## src/rtl/pmt_pkg.sv

```systemverilog
package pmt_pkg;

  // word offsets inside the register window
  localparam int unsigned EVT_WORD = 0;
  localparam int unsigned TMR_WORD = 1;

  typedef enum logic [1:0] {
    SEL_EVT  = 2'd0,
    SEL_TMR  = 2'd1,
    SEL_NONE = 2'd2
  } pmt_sel_e;

endpackage

```

## src/rtl/pmt_counter.sv

```systemverilog
module pmt_counter #(
  parameter int CNT_W = 24
) (
  input  logic             clk,
  input  logic             rst,
  input  logic             tick_i,
  output logic [CNT_W-1:0] cnt_o,
  output logic             wrap_o
);

  localparam logic [CNT_W-1:0] CNT_MAX = '1;

  logic [CNT_W-1:0] cnt_q;

  always_ff @(posedge clk) begin
    if (rst)         cnt_q <= '0;
    else if (tick_i) cnt_q <= cnt_q + 1'b1;
  end

  assign cnt_o  = cnt_q;
  assign wrap_o = tick_i && (cnt_q == CNT_MAX);

  AST_CNT_STEP: assert property (@(posedge clk) disable iff (rst)
    tick_i |=> cnt_o == $past(cnt_o) + 1'b1);
  AST_CNT_HOLD: assert property (@(posedge clk) disable iff (rst)
    !tick_i |=> $stable(cnt_o));
  AST_WRAP_ZERO: assert property (@(posedge clk) disable iff (rst)
    wrap_o |=> cnt_o == '0);

endmodule

```

## src/rtl/pmt_evt_regs.sv

```systemverilog
module pmt_evt_regs #(
  parameter int STS_W   = 16,
  parameter int OVF_BIT = 0
) (
  input  logic               clk,
  input  logic               rst,
  input  logic               wrap_i,
  input  logic [STS_W-1:0]   clr_i,
  input  logic [STS_W/8-1:0] en_be_i,
  input  logic [STS_W-1:0]   en_wdata_i,
  output logic [STS_W-1:0]   sts_o,
  output logic [STS_W-1:0]   en_o,
  output logic               irq_o
);

  localparam int NLANE = STS_W / 8;
  localparam logic [STS_W-1:0] IMPL = {{(STS_W-1){1'b0}}, 1'b1} << OVF_BIT;

  logic [STS_W-1:0] sts_q, en_q, en_wr;
  logic             armed_q;
  logic             raise;

  // per-lane replacement of the enable bytes
  for (genvar l = 0; l < NLANE; l++) begin : g_lane
    assign en_wr[l*8 +: 8] = en_be_i[l] ? en_wdata_i[l*8 +: 8] : en_q[l*8 +: 8];
  end

  assign raise = wrap_i && en_q[OVF_BIT];

  always_ff @(posedge clk) begin
    if (rst) begin
      sts_q   <= '0;
      en_q    <= '0;
      armed_q <= 1'b0;
    end else begin
      // set beats clear: the overflow is OR-ed in after the clear mask
      sts_q <= ((sts_q & ~clr_i) | (wrap_i ? IMPL : '0)) & IMPL;
      en_q  <= raise ? '0 : en_wr;
      if (raise)                            armed_q <= 1'b1;
      else if (clr_i[OVF_BIT] && !wrap_i)   armed_q <= 1'b0;
    end
  end

  assign sts_o = sts_q;
  assign en_o  = en_q;
  assign irq_o = sts_q[OVF_BIT] && armed_q;

  AST_WRAP_STS: assert property (@(posedge clk) disable iff (rst)
    wrap_i |=> sts_o[OVF_BIT]);
  AST_IRQ_RAISE: assert property (@(posedge clk) disable iff (rst)
    (wrap_i && en_o[OVF_BIT]) |=> irq_o);
  AST_NO_IRQ_UNARMED: assert property (@(posedge clk) disable iff (rst)
    (!irq_o && !(wrap_i && en_o[OVF_BIT])) |=> !irq_o);
  AST_ONESHOT: assert property (@(posedge clk) disable iff (rst)
    (wrap_i && en_o[OVF_BIT]) |=> en_o == '0);
  AST_IRQ_DROP: assert property (@(posedge clk) disable iff (rst)
    (clr_i[OVF_BIT] && !wrap_i) |=> !irq_o);

endmodule

```

## src/rtl/pmt_reg_port.sv

```systemverilog
module pmt_reg_port
  import pmt_pkg::*;
#(
  parameter int ADDR_W = 2,
  parameter int CNT_W  = 24,
  parameter int STS_W  = 16
) (
  input  logic                 clk,
  input  logic                 rst,
  input  logic                 cmd_valid_i,
  output logic                 cmd_ready_o,
  input  logic                 cmd_write_i,
  input  logic [ADDR_W-1:0]    cmd_addr_i,
  input  logic [2*STS_W-1:0]   cmd_wdata_i,
  input  logic [STS_W/4-1:0]   cmd_strb_i,
  output logic                 rsp_valid_o,
  input  logic                 rsp_ready_i,
  output logic [2*STS_W-1:0]   rsp_rdata_o,
  input  logic [CNT_W-1:0]     cnt_i,
  input  logic [STS_W-1:0]     sts_i,
  input  logic [STS_W-1:0]     en_i,
  output logic [STS_W-1:0]     clr_o,
  output logic [STS_W/8-1:0]   en_be_o,
  output logic [STS_W-1:0]     en_wdata_o
);

  localparam int DATA_W = 2 * STS_W;
  localparam int NLANE  = STS_W / 8;

  pmt_sel_e           sel;
  logic               acc, wr_evt;
  logic [STS_W-1:0]   sts_lane_mask;
  logic [DATA_W-1:0]  rd_mux;
  logic               rsp_valid_q;
  logic [DATA_W-1:0]  rsp_rdata_q;

  always_comb begin
    if (cmd_addr_i == ADDR_W'(EVT_WORD))      sel = SEL_EVT;
    else if (cmd_addr_i == ADDR_W'(TMR_WORD)) sel = SEL_TMR;
    else                                      sel = SEL_NONE;
  end

  assign cmd_ready_o = !rsp_valid_q || rsp_ready_i;
  assign acc         = cmd_valid_i && cmd_ready_o;
  assign wr_evt      = acc && cmd_write_i && (sel == SEL_EVT);

  for (genvar l = 0; l < NLANE; l++) begin : g_mask
    assign sts_lane_mask[l*8 +: 8] = {8{cmd_strb_i[l]}};
  end

  assign clr_o      = wr_evt ? (cmd_wdata_i[STS_W-1:0] & sts_lane_mask) : '0;
  assign en_be_o    = wr_evt ? cmd_strb_i[2*NLANE-1:NLANE] : '0;
  assign en_wdata_o = cmd_wdata_i[DATA_W-1:STS_W];

  always_comb begin
    case (sel)
      SEL_EVT: rd_mux = {en_i, sts_i};
      SEL_TMR: rd_mux = {{(DATA_W-CNT_W){1'b0}}, cnt_i};
      default: rd_mux = '0;
    endcase
  end

  always_ff @(posedge clk) begin
    if (rst) begin
      rsp_valid_q <= 1'b0;
      rsp_rdata_q <= '0;
    end else if (acc) begin
      rsp_valid_q <= 1'b1;
      rsp_rdata_q <= cmd_write_i ? '0 : rd_mux;
    end else if (rsp_ready_i) begin
      rsp_valid_q <= 1'b0;
    end
  end

  assign rsp_valid_o = rsp_valid_q;
  assign rsp_rdata_o = rsp_rdata_q;

  AST_RSP_HOLD: assert property (@(posedge clk) disable iff (rst)
    (rsp_valid_o && !rsp_ready_i) |=> (rsp_valid_o && $stable(rsp_rdata_o)));
  AST_RSP_AFTER_ACC: assert property (@(posedge clk) disable iff (rst)
    (cmd_valid_i && cmd_ready_o) |=> rsp_valid_o);

endmodule

```

## src/rtl/pm_timer_evt.sv

```systemverilog
module pm_timer_evt #(
  parameter int CNT_W   = 24,
  parameter int STS_W   = 16,
  parameter int OVF_BIT = 0,
  parameter int ADDR_W  = 2
) (
  input  logic                clk,
  input  logic                rst,
  input  logic                tick_i,
  input  logic                cmd_valid_i,
  output logic                cmd_ready_o,
  input  logic                cmd_write_i,
  input  logic [ADDR_W-1:0]   cmd_addr_i,
  input  logic [2*STS_W-1:0]  cmd_wdata_i,
  input  logic [STS_W/4-1:0]  cmd_strb_i,
  output logic                rsp_valid_o,
  input  logic                rsp_ready_i,
  output logic [2*STS_W-1:0]  rsp_rdata_o,
  output logic                irq_o
);

  localparam int NLANE = STS_W / 8;

  logic [CNT_W-1:0] cnt;
  logic             wrap;
  logic [STS_W-1:0] sts, en, clr, en_wdata;
  logic [NLANE-1:0] en_be;

  pmt_counter #(.CNT_W(CNT_W)) u_cnt (
    .clk    (clk),
    .rst    (rst),
    .tick_i (tick_i),
    .cnt_o  (cnt),
    .wrap_o (wrap)
  );

  pmt_evt_regs #(.STS_W(STS_W), .OVF_BIT(OVF_BIT)) u_evt (
    .clk        (clk),
    .rst        (rst),
    .wrap_i     (wrap),
    .clr_i      (clr),
    .en_be_i    (en_be),
    .en_wdata_i (en_wdata),
    .sts_o      (sts),
    .en_o       (en),
    .irq_o      (irq_o)
  );

  pmt_reg_port #(.ADDR_W(ADDR_W), .CNT_W(CNT_W), .STS_W(STS_W)) u_port (
    .clk         (clk),
    .rst         (rst),
    .cmd_valid_i (cmd_valid_i),
    .cmd_ready_o (cmd_ready_o),
    .cmd_write_i (cmd_write_i),
    .cmd_addr_i  (cmd_addr_i),
    .cmd_wdata_i (cmd_wdata_i),
    .cmd_strb_i  (cmd_strb_i),
    .rsp_valid_o (rsp_valid_o),
    .rsp_ready_i (rsp_ready_i),
    .rsp_rdata_o (rsp_rdata_o),
    .cnt_i       (cnt),
    .sts_i       (sts),
    .en_i        (en),
    .clr_o       (clr),
    .en_be_o     (en_be),
    .en_wdata_o  (en_wdata)
  );

  AST_RST_QUIET: assert property (@(posedge clk)
    rst |=> (!irq_o && !rsp_valid_o));

endmodule

```

## config.mk

```make
export PLATFORM = sky130hd
export DESIGN_NAME = pm_timer_evt
export DESIGN_NICKNAME = d
export VERILOG_FILES = /design/src/rtl/pmt_pkg.sv /design/src/rtl/pmt_counter.sv /design/src/rtl/pmt_evt_regs.sv /design/src/rtl/pmt_reg_port.sv /design/src/rtl/pm_timer_evt.sv
export SDC_FILE = /design/constraint.sdc
export NUM_CORES = 1
export LEC_CHECK = 0
export ABC_AREA = 1
export BUFFER_PORTS_ARGS = -buffer_cell sky130_fd_sc_hd__buf_2
export CORE_MARGIN = 5
export CORE_UTILIZATION = 42
export CTS_BUF_LIST = sky130_fd_sc_hd__clkbuf_2
export DETAILED_ROUTE_END_ITERATION = 8
export PLACE_DENSITY = 0.64
export SYNTH_ARGS = -nofsm -noshare
export SYNTH_HDL_FRONTEND = slang
export SYNTH_SLANG_ARGS = --single-unit
export TNS_END_PERCENT = 100
```

## constraint.sdc

```tcl
create_clock -name clk -period 1.55 [get_ports clk]
set_clock_uncertainty 0.15 [all_clocks]
set_input_delay 0.155 -clock clk [delete_from_list [all_inputs] [get_ports clk]]
set_output_delay 0.155 -clock clk [all_outputs]
set_load 0.005 [all_outputs]
```

Word-level counts from Yosys, hierarchy flattened
Index checks and enable logic that the tools add are counted.

word-level totals
  register bits after elaboration = 75
  bits of input ports = 44

operators by class
  reduce and logical (&&, ||, !) cells = 15
  add/subtract/negate cells = 1
  muxes and demuxes = 11
  bitwise gates (word level) = 4
  eq/ne operators = 3

operators by type and width
  kind                                                  count
  one-hot mux 32 bit (2 select lines)                   1
  2-to-1 mux 32 bit                                     1
  adder 24 x 1 -> 24 bit (second input constant)        1
  equality test 24 bit (second input constant)          1
  logical AND 1 bit                                     7
  2-to-1 mux 1 bit                                      6
  2-to-1 mux 2 bit                                      3
  equality test 2 x 1 -> 1 bit (second input constant)  2
  logical NOT 2 bit                                     2
  nonzero test 2 bit                                    2
  AND 1 bit                                             2
  logical NOT 1 bit                                     2
  OR reduction 2 bit                                    1
  logical OR 1 bit                                      1
  NOT 1 bit                                             1
  bitwise OR 1 bit                                      1

Logic depth before layout (Yosys ltp)
  depth in word-level cells = 9
  depth in mapped cells = 9
  depth with buffers taken out = 9

Hierarchy
A second synthesis with hierarchy kept.

unflattened totals
  cell total of the unflattened synthesis = 604
  area total of the unflattened synthesis = 4095.2 um^2

by module, submodules not included
  module        seq. area each (um^2)  cells each  instances  area each (um^2)
  pmt_reg_port  660.6                  307         1          1973.1
  pmt_counter   480.5                  198         1          1306.3
  pmt_evt_regs  360.3                  99          1          815.8

Worst setup path after synthesis
Ideal clock, no wire load.

  path kind = reg-to-reg
  from = register u_cnt.cnt_q[1] (netlist: u_cnt.cnt_o[1])
  to = register u_evt.en_q[0] (netlist: u_evt.en_o[0])
  period minus slack after synthesis = 1.544 ns
  setup time = 0.110 ns
  data required time = 1.290 ns
  path slack = 0.006 ns
  arrival time = 1.284 ns
  stages on the path, launching flop included = 10
  cells stage by stage = dfxtp_1 -> ha_1 -> inv_1 -> nor2_4 -> nand2_2 -> nor2_4 -> nand3_4 -> nand2_4 -> buf_12 -> nor2_2

on the way
  longest elaborated chain between the ends = 4

RTL lines
  element                       RTL line            source
  start, declared               pmt_counter.sv:13   logic [CNT_W-1:0] cnt_q;
  start signal, assigned        pmt_counter.sv:17   else if (tick_i) cnt_q <= cnt_q + 1'b1;
  equality test 24 bit          pmt_counter.sv:21   assign wrap_o = tick_i && (cnt_q == CNT_MAX);
  logical AND 1 bit             pmt_counter.sv:21
  logical AND 1 bit             pmt_evt_regs.sv:28  assign raise = wrap_i && en_q[OVF_BIT];
  OR reduction 2 bit (no line)  --
  end signal, assigned          pmt_evt_regs.sv:38  en_q <= raise ? '0 : en_wr;
  end, declared                 pmt_evt_regs.sv:19  logic [STS_W-1:0] sts_q, en_q, en_wr;

No other way between the ends.
A chain may end at the register's enable or synchronous reset.

Worst setup path after layout
  from = register u_cnt.cnt_q[1] (netlist: u_cnt.cnt_o[1])
  to = register u_evt.en_q[12] (netlist: u_evt.en_o[12])

The elaborated chain is that of the path after synthesis.

==> impl_results.md <==
- Slowest stage delay, CP: 400 ps
- Peak Freq: between 600 and 700 MHz
- Worst Tran Pin Value: ~410 ps
- Syn_nets: 551
- Port Buffers: 62
- 1st-iter DRT viols: ~150
- Clk Latency, worst-skew pair: about 530 ps
- H-Tree Level Count: 3
- DRC: 0
- Reg area: about 1500 um^2
- Area of the multi-input gates: 1767 um^2
- # setup viols final: 0
- Switching share of total power: 0.2612
- Drt wl/cell: roughly 13 um
- Final wirelength: around 9200 um
- Clk slew on worst S/H paths: about 230 ps
- CP max FO: 16
- Worst min-delay path class: in2reg
- Final ANT Viol Nets: 0
- Share of the synthesized area in the top cell type: 0.4295
- Critical Path Most Common Cell: nor2_4
- Layout cell share with drive strength beyond 1: 0.2796
- DP Area: 4075 um^2
- Placeable Area: roughly 8200 um^2
- Via count: around 3500
- Clk buf depth: 2
- Synthesis-stage register bit count: 75
- GR Util All Layers: 0.1867
- Worst setup EP type: register
- Pleak: 2.004 nW
- Initial antenna violation count: 0
- Initial Util: 0.4276
- Synth cell count leaders: nand2_1 (158), dfxtp_1 (75), inv_1 (51), nor2_1 (48), a21oi_1 (46)
- Syn. warnings: 0
- Mapped cell area: ~3500 um^2
- N_diodes: 0
- Post-synthesis sequential area ratio: 0.4295
- Final net count: 666
- Fin crit period: 1502 ps
- Int Power: approximately 2.6 mW
- Switch Pwr: a little over 900 uW
- Largest net degree at the start of global routing: 39
- DP Wirelength: ~6400 um
- TritonCTS Sinks: between 70 and 80
- Top Family by Delay on Critical Path: simple AND/OR/NAND/NOR gates
- Main synth FF type: dfxtp_1
- Cell with the most instances after synthesis: nand2_1
- Top cell type by total area after synthesis: dfxtp_1
- Critical Path RT: roughly 1800 ps
- Util after Layout: 0.5676
- Total gr overflow: 0
- Logic pwr share: 0.085
- # IOs: 79
- Clock power frac: 0.366
- First-pass GRT wire length: 15390 um
- Cell Pwr Density: approximately 770 nW/um^2
- EDFF count, synth: 0
- TritonCTS clock tree: yes
- # fillers: between 700 and 800
- Bufs and invs on worst path: 1
- Die width: slightly above 100 um
- Full die area: slightly above 10000 um^2
- Die H: ~100 um
- RSZ-0062 raised after global routing: true
- GP Congestion: between 0.8 and 0.9
- Cells after Synth: around 510
- Vias/cell: around 4.8
- Top post-synthesis cells by area: dfxtp_1 (43%), nand2_1 (17%), a21oi_1 (6.6%)
- Max Slew Vio Count: 0
- Maximum vdd drop: 0.0004965 V
- Critical path arrival: between 1500 and 2000 ps
- Total CTS buffers: 9
- Crit share post-route: 0.9693
- Yosys cell types: 29
- Max Cap Violations: 0
- Worst path cell trace: ha_4, inv_2, nor2_4, nand2_2, nor2_4, nand3_4, nand2_8, nor2_1
- Crit start category: register
- Crit path max-delay cell type: dfxtp_2
- Design Power: ~3.6 mW
- Syn_area_per_cell: 6.909 um^2
- Rel. slew slack: 0.7238
- Vias in the first global route: 3422
- Placed cells: roughly 690
- # rows: 33
- Flop pwr share: 0.549
- Fin. Hold Viols: 0
- Run status: complete, no violations
- Critical path class: reg2reg
- Router iterations before antenna repair: 4
- Fraction of registers with async set/reset: 0
- Syn-to-layout area delta: 32.75%
- Non-filler cells in the finished layout: approximately 730
- Finished Cell Area: 4641 um^2
- Clk root buf: clkbuf_2
## routing by layer
| metal | vias to the layer above | routed length, um | global-route usage | share of wire |
|---|---|---|---|---|
| met1 | 1594 | 4409 | 0.2540 | 0.48 |
| met3 | 8 | 498 | 0.04270 | 0.054 |
| met2 | 88 | 4213 | 0.2998 | 0.46 |
| li1 | 1833 | - | - | - |
| met5 | - | 0 | 0 | 0 |
| met4 | 0 | 91 | 0.04806 | 0.0099 |
## power by group through the flow
stage / logic (mW) / clock network (mW) / registers, mW
6_report: 0.303 / 1.30 / 1.96
5_1_grt: 0.336 / 1.40 / 1.96
4_1_cts: 0.291 / 1.33 / 1.95
3_5_place_dp: 0.237 / 0 / 1.99
3_3_place_gp: 0.232 / 0 / 1.99
2_1_floorplan: 0.146 / 0 / 1.99
## cell families after synthesis
logic type / after synthesis / synth area share
AND/OR/NAND/NOR: 295 / 0.3855
flip-flops: 75 / 0.4295
buffers and inverters: 74 / 0.09198
AO/OA/AOI/OAI: 60 / 0.08697
XOR/XNOR: 1 / 0.002506
adder cells (fa/ha/maj): 1 / 0.003579
## state kept, by name, indices dropped and copies added, names as in the netlist
| register | flops |
|---|---|
| u_port.rsp_rdata_o | 32 |
| u_cnt.cnt_o | 24 |
| u_evt.en_o | 16 |
| u_evt.armed_q | 1 |
| u_evt.sts_o | 1 |
| u_port.rsp_valid_o | 1 |
## worst register-to-register path, cell delays in order, from the launching register on
cell     delay (ps)
dfxtp_2         400
ha_4            140
inv_2            40
nor2_4          100
nand2_2          90
nor2_4          170
nand3_4         110
nand2_8         160
nor2_1           60
## path summary, 6_finish.rpt
check	from	end	slack [ps]	cells past startpoint
hold reg to reg	u_port.rsp_rdata_o[1]	u_port.rsp_rdata_o[1]	330	2
setup / recovery	u_cnt.cnt_o[1]	u_evt.en_o[12]	50	8
hold / removal	rsp_ready_i	u_port.rsp_valid_o	290	5
setup reg to reg	u_cnt.cnt_o[1]	u_evt.en_o[12]	50	8
## final cells by class
class                      instances  share of cell area
multi-input combinational        357              0.3807
sequential                        75              0.3273
timing repair buffer             123              0.1879
inverter                          55             0.04449
tap                              105             0.02831
clock inverter                     7             0.02157
clock buffer                       9            0.009706
## stage by stage
stage          hold slack, ps  setup TNS, ps  setup slack [ps]
6_report                285.8              0             47.66
5_1_grt                 287.7         -541.5            -50.69
4_1_cts                 278.6              0             8.325
3_5_place_dp            304.1         -303.7            -38.18
3_3_place_gp            299.7         -80.10            -15.64
2_1_floorplan           187.3              0             6.462
## cell usage in the layout, fill, tap and decap left out, types with 3 or more instances in the layout
cell and instances:
o21ai_0 10, buf_6 3, nor2_4 8, inv_2 3, buf_4 29, buf_2 62, nand3_1 42, nand4_1 14
nand2_1 150, nand2_2 11, dfxtp_2 11, clkbuf_2 9, nor2_1 40, dlygate4sd3_1 27, inv_1 50, dfxtp_1 63
a21oi_1 46, nor2_2 19
## repair_timing
action / in CTS / in global routing
pin swaps: 1 / 10
hold buffers: 27 / 0
endpoints found under the setup margin: 20 / 36
endpoints found under the hold margin: 75 / 0
gates resized for setup: 4 / 40
buffers inserted: 0 / 3
Note: power is estimated with default switching activity, not from simulation.
